### config.mk
export PLATFORM = sky130hd
export DESIGN_NAME = scan_reg_port
export DESIGN_NICKNAME = d
export VERILOG_FILES = /design/src/rtl/scan_port_pkg.sv /design/src/rtl/scan_shifter.sv /design/src/rtl/scan_access_issue.sv /design/src/rtl/scan_read_hold.sv /design/src/rtl/scan_reg_port.sv
export SDC_FILE = /design/constraint.sdc
export NUM_CORES = 1
export LEC_CHECK = 0
export ABC_AREA = 0
export BUFFER_PORTS_ARGS = -buffer_cell sky130_fd_sc_hd__buf_2
export CAP_MARGIN = 20
export CORE_ASPECT_RATIO = 1.2
export CORE_MARGIN = 2
export CORE_UTILIZATION = 46
export CTS_BUF_LIST = sky130_fd_sc_hd__clkbuf_16
export DETAILED_ROUTE_END_ITERATION = 10
export MAX_ROUTING_LAYER = met4
export PLACE_DENSITY = 0.68
export REMOVE_ABC_BUFFERS = 1
export SLEW_MARGIN = 15
export SYNTH_ARGS = -nofsm -noshare
export SYNTH_HDL_FRONTEND = slang
export SYNTH_SLANG_ARGS = --single-unit
### constraint.sdc
create_clock -name clk -period 1.3 [get_ports clk]
set_clock_uncertainty 0.05 [all_clocks]
set_input_delay 0.195 -clock clk [delete_from_list [all_inputs] [get_ports clk]]
set_output_delay 0.195 -clock clk [all_outputs]
set_load 0.05 [all_outputs]
### src/rtl/scan_port_pkg.sv
package scan_port_pkg;
    parameter int DATA_W = 32;
    parameter int ADDR_W = 7;
    localparam int FRAME_W = DATA_W + ADDR_W + 1;

    // packed MSB-first, so bit 0 is the first bit shifted out
    typedef struct packed {
        logic              dir;
        logic [ADDR_W-1:0] addr;
        logic [DATA_W-1:0] data;
    } frame_t;

    typedef enum logic [1:0] {
        ACC_NONE  = 2'b00,
        ACC_READ  = 2'b01,
        ACC_WRITE = 2'b10
    } access_e;

    function automatic frame_t capture_frame(input logic [DATA_W-1:0] d);
        frame_t f;
        f.dir  = 1'b0;
        f.addr = '0;
        f.data = d;
        return f;
    endfunction

    function automatic access_e decode_access(input logic dir);
        return dir ? ACC_WRITE : ACC_READ;
    endfunction
endpackage

### src/rtl/scan_shifter.sv
module scan_shifter
    import scan_port_pkg::*;
(
    input  logic              clk,
    input  logic              rst,
    input  logic              capture_en,
    input  logic              shift_en,
    input  logic              tdi,
    input  logic [DATA_W-1:0] load_data,
    output frame_t            frame_q,
    output logic              tdo
);
    logic [FRAME_W-1:0] sr_q;

    always_ff @(posedge clk) begin
        if (rst) begin
            sr_q <= '0;
        end else if (capture_en) begin
            sr_q <= capture_frame(load_data);
        end else if (shift_en) begin
            sr_q <= {tdi, sr_q[FRAME_W-1:1]};
        end
    end

    assign frame_q = frame_t'(sr_q);
    assign tdo     = sr_q[0];

    assert_shift_order_R2: assert property (@(posedge clk) disable iff (rst)
        (shift_en && !capture_en) |=>
            (sr_q[FRAME_W-1] == $past(tdi)) && (sr_q[FRAME_W-2:0] == $past(sr_q[FRAME_W-1:1])));

    assert_capture_upper_zero_R6: assert property (@(posedge clk) disable iff (rst)
        capture_en |=> (sr_q[FRAME_W-1:DATA_W] == '0));

    assert_idle_frozen_R8: assert property (@(posedge clk) disable iff (rst)
        (!capture_en && !shift_en) |=> $stable(sr_q));
endmodule

### src/rtl/scan_access_issue.sv
module scan_access_issue
    import scan_port_pkg::*;
(
    input  logic              clk,
    input  logic              rst,
    input  logic              update_en,
    input  frame_t            frame_q,
    output logic [ADDR_W-1:0] bus_addr,
    output logic [DATA_W-1:0] bus_wdata,
    output logic              bus_wr,
    output logic              bus_rd
);
    logic    upd_seen_q;
    logic    upd_edge;
    access_e acc_q;

    assign upd_edge = update_en && !upd_seen_q;

    always_ff @(posedge clk) begin
        if (rst) begin
            upd_seen_q <= 1'b0;
            acc_q      <= ACC_NONE;
            bus_addr   <= '0;
            bus_wdata  <= '0;
        end else begin
            upd_seen_q <= update_en;
            if (upd_edge) begin
                acc_q     <= decode_access(frame_q.dir);
                bus_addr  <= frame_q.addr;
                bus_wdata <= frame_q.data;
            end else begin
                acc_q <= ACC_NONE;
            end
        end
    end

    assign bus_wr = (acc_q == ACC_WRITE);
    assign bus_rd = (acc_q == ACC_READ);

    assert_strobe_exclusive_R3: assert property (@(posedge clk) disable iff (rst)
        !(bus_wr && bus_rd));

    assert_single_pulse_R5: assert property (@(posedge clk) disable iff (rst)
        (bus_wr || bus_rd) |=> !(bus_wr || bus_rd));

    assert_no_strobe_without_update_R8: assert property (@(posedge clk) disable iff (rst)
        !update_en |=> !(bus_wr || bus_rd));
endmodule

### src/rtl/scan_read_hold.sv
module scan_read_hold
    import scan_port_pkg::*;
(
    input  logic              clk,
    input  logic              rst,
    input  logic              bus_rd,
    input  logic [DATA_W-1:0] bus_rdata,
    output logic [DATA_W-1:0] hold_q
);
    always_ff @(posedge clk) begin
        if (rst)
            hold_q <= '0;
        else if (bus_rd)
            hold_q <= bus_rdata;
    end

    assert_hold_stable_R7: assert property (@(posedge clk) disable iff (rst)
        !bus_rd |=> $stable(hold_q));

    assert_hold_loads_R6: assert property (@(posedge clk) disable iff (rst)
        bus_rd |=> (hold_q == $past(bus_rdata)));
endmodule

### src/rtl/scan_reg_port.sv
module scan_reg_port
    import scan_port_pkg::*;
(
    input  logic              clk,
    input  logic              rst,
    input  logic              capture_en,
    input  logic              shift_en,
    input  logic              update_en,
    input  logic              tdi,
    output logic              tdo,
    output logic [ADDR_W-1:0] bus_addr,
    output logic [DATA_W-1:0] bus_wdata,
    output logic              bus_wr,
    output logic              bus_rd,
    input  logic [DATA_W-1:0] bus_rdata
);
    frame_t            frame_q;
    logic [DATA_W-1:0] hold_q;

    scan_shifter u_shift (
        .clk        (clk),
        .rst        (rst),
        .capture_en (capture_en),
        .shift_en   (shift_en),
        .tdi        (tdi),
        .load_data  (hold_q),
        .frame_q    (frame_q),
        .tdo        (tdo)
    );

    scan_access_issue u_issue (
        .clk       (clk),
        .rst       (rst),
        .update_en (update_en),
        .frame_q   (frame_q),
        .bus_addr  (bus_addr),
        .bus_wdata (bus_wdata),
        .bus_wr    (bus_wr),
        .bus_rd    (bus_rd)
    );

    scan_read_hold u_hold (
        .clk       (clk),
        .rst       (rst),
        .bus_rd    (bus_rd),
        .bus_rdata (bus_rdata),
        .hold_q    (hold_q)
    );

    assert_reset_quiet_R1: assert property (@(posedge clk)
        rst |=> (!bus_wr && !bus_rd && !tdo));

    assert_one_read_per_update_R9: assert property (@(posedge clk) disable iff (rst)
        bus_rd |-> $rose(update_en) || $past(update_en));
endmodule

Word level (Yosys, flattened, before mapping)
Index checks and enable logic that the tools add are counted.
- equal/unequal tests: 2
- reductions and logical operators: 5
- muxes and demuxes: 3
- bitwise gates (word level): 1
- operator list (operator ; number):
    32-bit 2-to-1 mux ; 2
    2-bit OR reduction ; 2
    2-bit by 1-bit == test with 1-bit output, second input constant ; 1
    2-bit == test, second input constant ; 1
    2-bit 2-to-1 mux ; 1
    2-bit nonzero test ; 1
    1-bit logical AND ; 1
    1-bit logical NOT ; 1
    1-bit NOT ; 1
- register bits after elaboration: 114
- word-level logic and storage cells: 18
- input bits: 38

Depth between registers and ports, before layout
Gate-level depths: netlist (run 1).
- word-level depth: 4
- depth in mapped cells: 6

Cells and area by module
From an unflattened synthesis (run 1), not the netlist that was laid out.
- cell total of the unflattened synthesis: 461
- area total of the unflattened synthesis: 4928.5 µm²
- by module, submodules not included (module ; area each (µm²) ; cells each ; instances ; sequential area each (µm²)):
    scan_access_issue ; 1930.6 ; 187 ; 1 ; 840.8
    scan_shifter ; 1834.3 ; 171 ; 1 ; 800.8
    scan_read_hold ; 1163.6 ; 103 ; 1 ; 640.6

Worst setup path after synthesis (run 1)
Ideal clock, no wire load.
- path type: reg2out
- start: register u_issue.acc_q[1]
- end: output bus_wr
- path slack: 46 ps
- required time: 1055 ps
- arrival: 1009 ps
- path buffers: 0
- stages on the path, launching flop included: 2
- cells stage by stage: dfxtp_1 -> nor2b_1
- longest elaborated chain between the ends: 1
- RTL lines (what ; line ; RTL):
    start, declared ; scan_access_issue.sv:15 ; access_e acc_q;
    start signal, assigned ; scan_access_issue.sv:28 ; acc_q <= decode_access(frame_q.dir);
    2-bit == test ; scan_access_issue.sv:37 ; assign bus_wr = (acc_q == ACC_WRITE);
    end, declared ; scan_reg_port.sv:13 ; output logic bus_wr,
Every way passes these cells.

Worst setup path after layout (run 1)
- start: register u_issue.acc_q[1]
- end: output bus_rd
- longest elaborated chain between the ends: 1
- RTL lines (what ; line ; RTL):
    2-bit by 1-bit == test with 1-bit output ; scan_access_issue.sv:38 ; assign bus_rd = (acc_q == ACC_READ);
    end, declared ; scan_reg_port.sv:14 ; output logic bus_rd,
Every way passes these cells.

==> impl_metrics.ini, run 1 <==
[critical_path]
critical_path_cell_count = 3
cp-end-kind = output pin
timing.rr.start = u_issue.acc_q[1]$_SDFF_PP0_
cp-startpoint = u_issue.acc_q[1]$_SDFF_PP0_
crit_required_ns = 1.05
critical_path.cell_chain = nand2b_4, inv_4, buf_8
critical_path.endpoint = bus_rd
crit_path_start_kind = register
critPathMaxStageDelay_ns = 0.32
cp.arrival_ns = 1.08
path_class = register to output pin
path_max_fanout = 2
r2r_slack_ns = 0.08
crit_buf_inv = 2
slowest_stage = dfxtp_2
worst_r2r_endpoint = u_hold.hold_q[18]$_SDFFE_PP0N_
reg2reg_depth = 6
critical-path-top-delay-family = flip-flops

[synthesis]
ys_ff_latch = 114
synth-edff-count = 0
async_flop_share_pct = 0
syn_area_sq_mm = 0.004519
synth_cell_types = 18
yosys-top-cells-count = nand2_1 (142), dfxtp_1 (114), a21oi_1 (71)
synthTopCellsByArea = dfxtp_1 (50%), nand2_1 (12%), mux2_4 (11%)
synthCells = 486
synth_warnings = 0
syn_area_per_cell_sq_um = 9.299
synthFlopType = dfxtp_1
netlist.area_leader.share_pct = 50.50
synth_top_area_cell = dfxtp_1
yosysSeqAreaShare_pct = 50.50
synth_most_common_cell = nand2_1

[final_layout]
multi_input_area_sq_mm = 0.001988
seq_area_sq_mm = 0.002285
num_antenna_cells = 0
stdcell_area_sq_mm = 0.005792
syn_to_final_growth_pct = 28.16
final_layout_size_suffix_gt1_share_pct = 26.63
final_cells = 720
fillers = 866
nNetsFinal = 625

[cts]
cts_tree = yes
htree_levels = 4
path_clk_slew_ns = 0.05
clkSinkCount = 114
root_buffer = clkbuf_16
clock_latency_ns = 0.40
clockBufferDepth = 2
cts_buffers = 17

[timing]
period_share_pct = 102.2
rsz0062_at_grt = yes
fin_crit_ns = 1.328
max_freq_mhz = 753.0
finalWorstSetupSlack_ns = -0.02798
worst_slew_pin_slew_ns = 0.3442
finalHoldViolations = 0
setup_viol = 1
hold_slack_ns = 0.008245
drv_slew = 0
slew_headroom_pct = 77.06

[placed_design]
place_congestion = 0.7459
dpl.hpwl_um = 6442
place_inst = 666
place_worst_setup_slack_ns = 0.04887
port_buffers = 79
dpl-instance-area_sq_mm = 0.004994

[status]
outcome = finished, violations left
violations = setup timing

[power]
p_per_area_mw_per_mm2 = 1426
p_total_mw = 8.259
leakage_nw = 2.506
ir_drop_mv = 0.7957

[route]
drtPass1Iterations = 4
drt-initial-drc-count = 136
ant_nets = 0
wl_um = 10120
routedWlPerCell_um = 14.06
drc = 0
via_count = 3566
vias_per_cell = 4.953

[floorplan]
dieArea_sq_mm = 0.01064
dieHeight_um = 112.6
ios = 80
core_area_sq_mm = 0.009564
die_w_um = 94.49
start_util_pct = 47.25
rows = 39

[grt]
grt_overflow_total = 0
grt_pass1_vias = 3528
groute.usage.overall_pct = 20.89
grt_max_degree = 42
grt_pass1_wl_um = 16690
antenna_found_initial = 0

[hold_path]
worst_hold_path_type = input port to register

[job]
maxCapViolCount = 0
## how the worst min path moves through the flow
stage,cells after the start,to,slack (ns),from
3_3_place_gp,2,u_hold.hold_q[23]$_SDFFE_PP0N_,0.38,rst
4_1_cts,3,u_hold.hold_q[21]$_SDFFE_PP0N_,0.0006,bus_rdata[21]
5_1_grt,3,u_hold.hold_q[28]$_SDFFE_PP0N_,0.003,bus_rdata[28]
3_5_place_dp,2,u_issue.bus_wdata[24]$_SDFFE_PP0P_,0.38,rst
2_1_floorplan,1,u_hold.hold_q[0]$_SDFFE_PP0N_,0.21,rst
6_report,3,u_shift.frame_q[39]$_SDFFE_PP0P_,0.008,tdi
## where the power goes
group	internal [mW]	switching [mW]
sequential	3.58	0.0499
clock	2.52	1.47
combinational	0.284	0.346
total	6.39	1.87
## cell type report
type | instances | area share (%)
clock buffer | 17 | 7.345
inverter | 1 | 0.1080
clock inverter | 12 | 1.383
tap | 123 | 2.657
multi-input combinational | 333 | 34.33
timing repair buffer | 120 | 14.73
sequential | 114 | 39.45
## what timing repair did
item | CTS | global route
hold endpoints to repair | 24 | 0
hold buffers | 23 | 0
buffers inserted | 2 | 0
setup endpoints to repair | 3 | 4
resized for setup | 12 | 3
## logic make-up (layout without fill, tap and decap cells)
group,after synthesis,after routing,share of synthesized area [%]
buffers and inverters,39,150,5.897
AOI/OAI and AO/OA,71,71,7.863
muxes,72,72,19.49
and+or+nand+nor,190,190,16.25
DFF,114,114,50.50
## registers in the layout, summed over array words and instances, names as in the netlist
name                cells
u_issue.bus_addr        7
u_issue.acc_q           2
u_shift.frame_q        40
u_issue.upd_seen_q      1
u_hold.hold_q          32
u_issue.bus_wdata      32
## stage by stage
stage          utilization [%]  TNS (ns)
6_report                 60.56  -0.02798
5_1_grt                  60.56  -0.09011
4_1_cts                  60.47  -0.04462
3_5_place_dp             52.21         0
3_3_place_gp             52.21         0
2_1_floorplan                -    -21.72
## routing by layer
layer	global-route usage (%)	vias up	routed length [um]
met4	6.667	0	111
met3	6.107	10	411
met5	-	-	0
li1	-	1785	-
met1	22.96	1697	4314
met2	36.10	74	5284
## cell usage in the layout (no fill, tap or decap), drive strengths merged, types with 4 or more instances in the layout
cell type	Yosys	final
a21oi	71	71
buf	27	95
clkbuf	11	19
clkinv	0	7
dfxtp	114	114
dlygate4sd3	0	23
inv	1	4
mux2	32	32
mux2i	40	40
nand2	142	142
nor2	40	40
## worst register-to-register path: stages (launching register included)
cell,delay (ns)
dfxtp_2,0.32
nand2b_4,0.15
inv_4,0.08
buf_4,0.13
buf_4,0.19
nand2_1,0.09
a21oi_1,0.14
(Power assumes the default switching activity.)
==> run 2: changes to the inputs <==
--- a/config.mk
+++ b/config.mk
@@ -16,3 +16,3 @@
 export MAX_ROUTING_LAYER = met4
-export PLACE_DENSITY = 0.68
+export PLACE_DENSITY = 0.72
 export REMOVE_ABC_BUFFERS = 1
@@ -21,2 +21,3 @@
 export SYNTH_HDL_FRONTEND = slang
+export SYNTH_HIERARCHICAL = 1
 export SYNTH_SLANG_ARGS = --single-unit
==> constraint.sdc (replaced) <==
create_clock -name clk -period 1.3 [get_ports clk]
set_clock_uncertainty 0.05 [all_clocks]
set_input_delay 0.13 -clock clk [delete_from_list [all_inputs] [get_ports clk]]
set_output_delay 0.13 -clock clk [all_outputs]
set_load 0.05 [all_outputs]
==> run 2 against run 1 <==
Effect of this change:
- the flow still finishes with violations (setup timing)
- worst setup slack lost 0.0041 ns
- clock power grew 17%
- final cell count shrank 0.97%
- highest routed layer unchanged
- utilization grew 0.75 points
- routed wire length grew 4.5%
==> impl_metrics.ini, run 2 <==
[timing]
setup-tns-final_ns = -0.03468
drv_slew = 0
max_freq_mhz = 750.7
hold_slack_ns = 0.03022
setup_viol = 2
period_share_pct = 102.5
worst_slew_pin_slew_ns = 0.5027
finalWorstSetupSlack_ns = -0.03207
slew_headroom_pct = 66.49
finalHoldViolations = 0
rsz0062_at_grt = yes
fin_crit_ns = 1.332

[synthesis]
synth_cell_types = 22
synth_top_area_cell = dfxtp_1
synthFlopType = dfxtp_1
syn_area_sq_mm = 0.004928
synth_most_common_cell = dfxtp_1
yosysSeqAreaShare_pct = 46.31
async_flop_share_pct = 0
netlist.area_leader.share_pct = 46.31
syn_area_per_cell_sq_um = 10.69
synthTopCellsByArea = dfxtp_1 (46%), mux2i_1 (15%), nand4bb_1 (8.9%)
synth-edff-count = 0
synthCells = 461
yosys-top-cells-count = dfxtp_1 (114), mux2i_1 (72), nand2b_1 (40), nor2_1 (40), nand4bb_1 (39)
synth_warnings = 6
ys_ff_latch = 114

[floorplan]
dieHeight_um = 117.4
start_util_pct = 47.09
dieArea_sq_mm = 0.01156
rows = 41
die_w_um = 98.49
core_area_sq_mm = 0.01047
ios = 80

[grt]
grt_max_degree = 45
grt_pass1_wl_um = 17360
grt_overflow_total = 0
antenna_found_initial = 0
groute.usage.overall_pct = 19.22
grt_pass1_vias = 3728

[cts]
cts_tree = yes
clkSinkCount = 114
clockBufferDepth = 2
root_buffer = clkbuf_16
htree_levels = 4
path_clk_slew_ns = 0.05
cts_buffers = 17
clock_latency_ns = 0.41

[route]
via_count = 3607
drc = 0
routedWlPerCell_um = 14.83
drt-initial-drc-count = 160
drtPass1Iterations = 4
vias_per_cell = 5.059
ant_nets = 0
wl_um = 10570

[power]
p_per_area_mw_per_mm2 = 1458
ir_drop_mv = 0.8190
leakage_nw = 2.624

[critical_path]
path_max_fanout = 3
cp-end-kind = output pin
crit_required_ns = 1.12
path_class = register to output pin
cp.arrival_ns = 1.15
crit_path_start_kind = register

[final_layout]
final_cell_mix = dfxtp_1 (113), buf_2 (76), mux2i_1 (71)
layout_commonest_cell = dfxtp_1
largest_reg_flops = 40
syn_to_final_growth_pct = 30.19
final_layout_size_suffix_gt1_share_pct = 25.51
num_antenna_cells = 0
nNetsFinal = 609
fillers = 892

[status]
outcome = finished, violations left
violations = setup timing

[placed_design]
dpl.hpwl_um = 6801
place_worst_setup_slack_ns = -0.007892
port_buffers = 79
place_congestion = 0.7730

[job]
maxCapViolCount = 0

[hold_path]
worst_hold_path_type = input port to register
-- run 2: what timing repair did --
item | in CTS | in global routing
gates cloned | 0 | 2
resized for setup | 8 | 1
hold endpoints to repair | 33 | 0
endpoints found under the setup margin | 2 | 26
setup buffers | 2 | 1
hold buffers | 33 | 0
pin swaps | 0 | 0
-- run 2: logic make-up (layout without fill, tap and decap cells) --
| family | Yosys count | in the layout | share of synthesized area [%] |
|---|---|---|---|
| AND/OR/NAND/NOR | 158 | 158 | 22.24 |
| flip-flops | 114 | 114 | 46.31 |
| multiplexers | 72 | 72 | 14.62 |
| AO/OA/AOI/OAI | 71 | 71 | 9.799 |
| buffers and inverters | 46 | 169 | 7.032 |
-- run 2: worst max-delay path, cell delays in order, from the launching register on --
cell and delay (ns):
dfxtp_2 0.33, nor2b_4 0.17, buf_12 0.12, buf_12 0.12
-- run 2: per-stage QoR --
stage / utilization (%) / area [sq um] / instances / total power, mW
after floorplan: - / 4586 / 416 / 4.274
after global placement: 51.43 / 5383 / 643 / 4.621
after detailed placement: 51.43 / 5383 / 643 / 4.645
after CTS: 60.72 / 6355 / 710 / 9.435
after global routing: 61.31 / 6416 / 713 / 9.689
final: 61.31 / 6416 / 713 / 9.358
-- run 2: cell type report --
type                            count  area, sq um  area share (%)
Clock inverter                     15        176.4           2.750
Multi-Input combinational cell    301         2313           36.06
Sequential cell                   114         2283           35.59
Timing Repair Buffer              136         1052           16.40
Clock buffer                       17        425.4           6.630
Tap cell                          129        161.4           2.516
Inverter                            1        3.754         0.05850
-- run 2: per-layer routing --
layer	track usage (%)	part of all wire, %
met1	20.68	43
met2	33.33	52
met3	5.900	3.4
met4	6.592	1.1
met5	-	0
-- run 2: path summary, 6_finish.rpt --
check             slack (ns)                            endpoint                                from  cells after the start
hold / removal          0.03       u_hold/hold_q[8]$_SDFFE_PP0P_                                 rst                      2
setup reg to reg        0.01      u_hold/hold_q[28]$_SDFFE_PP0P_         u_issue/acc_q[0]$_SDFF_PP0_                      5
hold reg to reg         0.42  u_issue/bus_wdata[26]$_SDFFE_PP0P_  u_issue/bus_wdata[26]$_SDFFE_PP0P_                      2
setup / recovery       -0.03                              bus_rd         u_issue/acc_q[0]$_SDFF_PP0_                      3
-- run 2: report_power, final --
| group | internal (mW) | total, mW | switching [mW] |
|---|---|---|---|
| sequential | 3.64 | 3.73 | 0.0910 |
| clock | 3.15 | 4.67 | 1.52 |
| combinational | 0.457 | 0.959 | 0.502 |
| total | 7.25 | 9.36 | 2.11 |
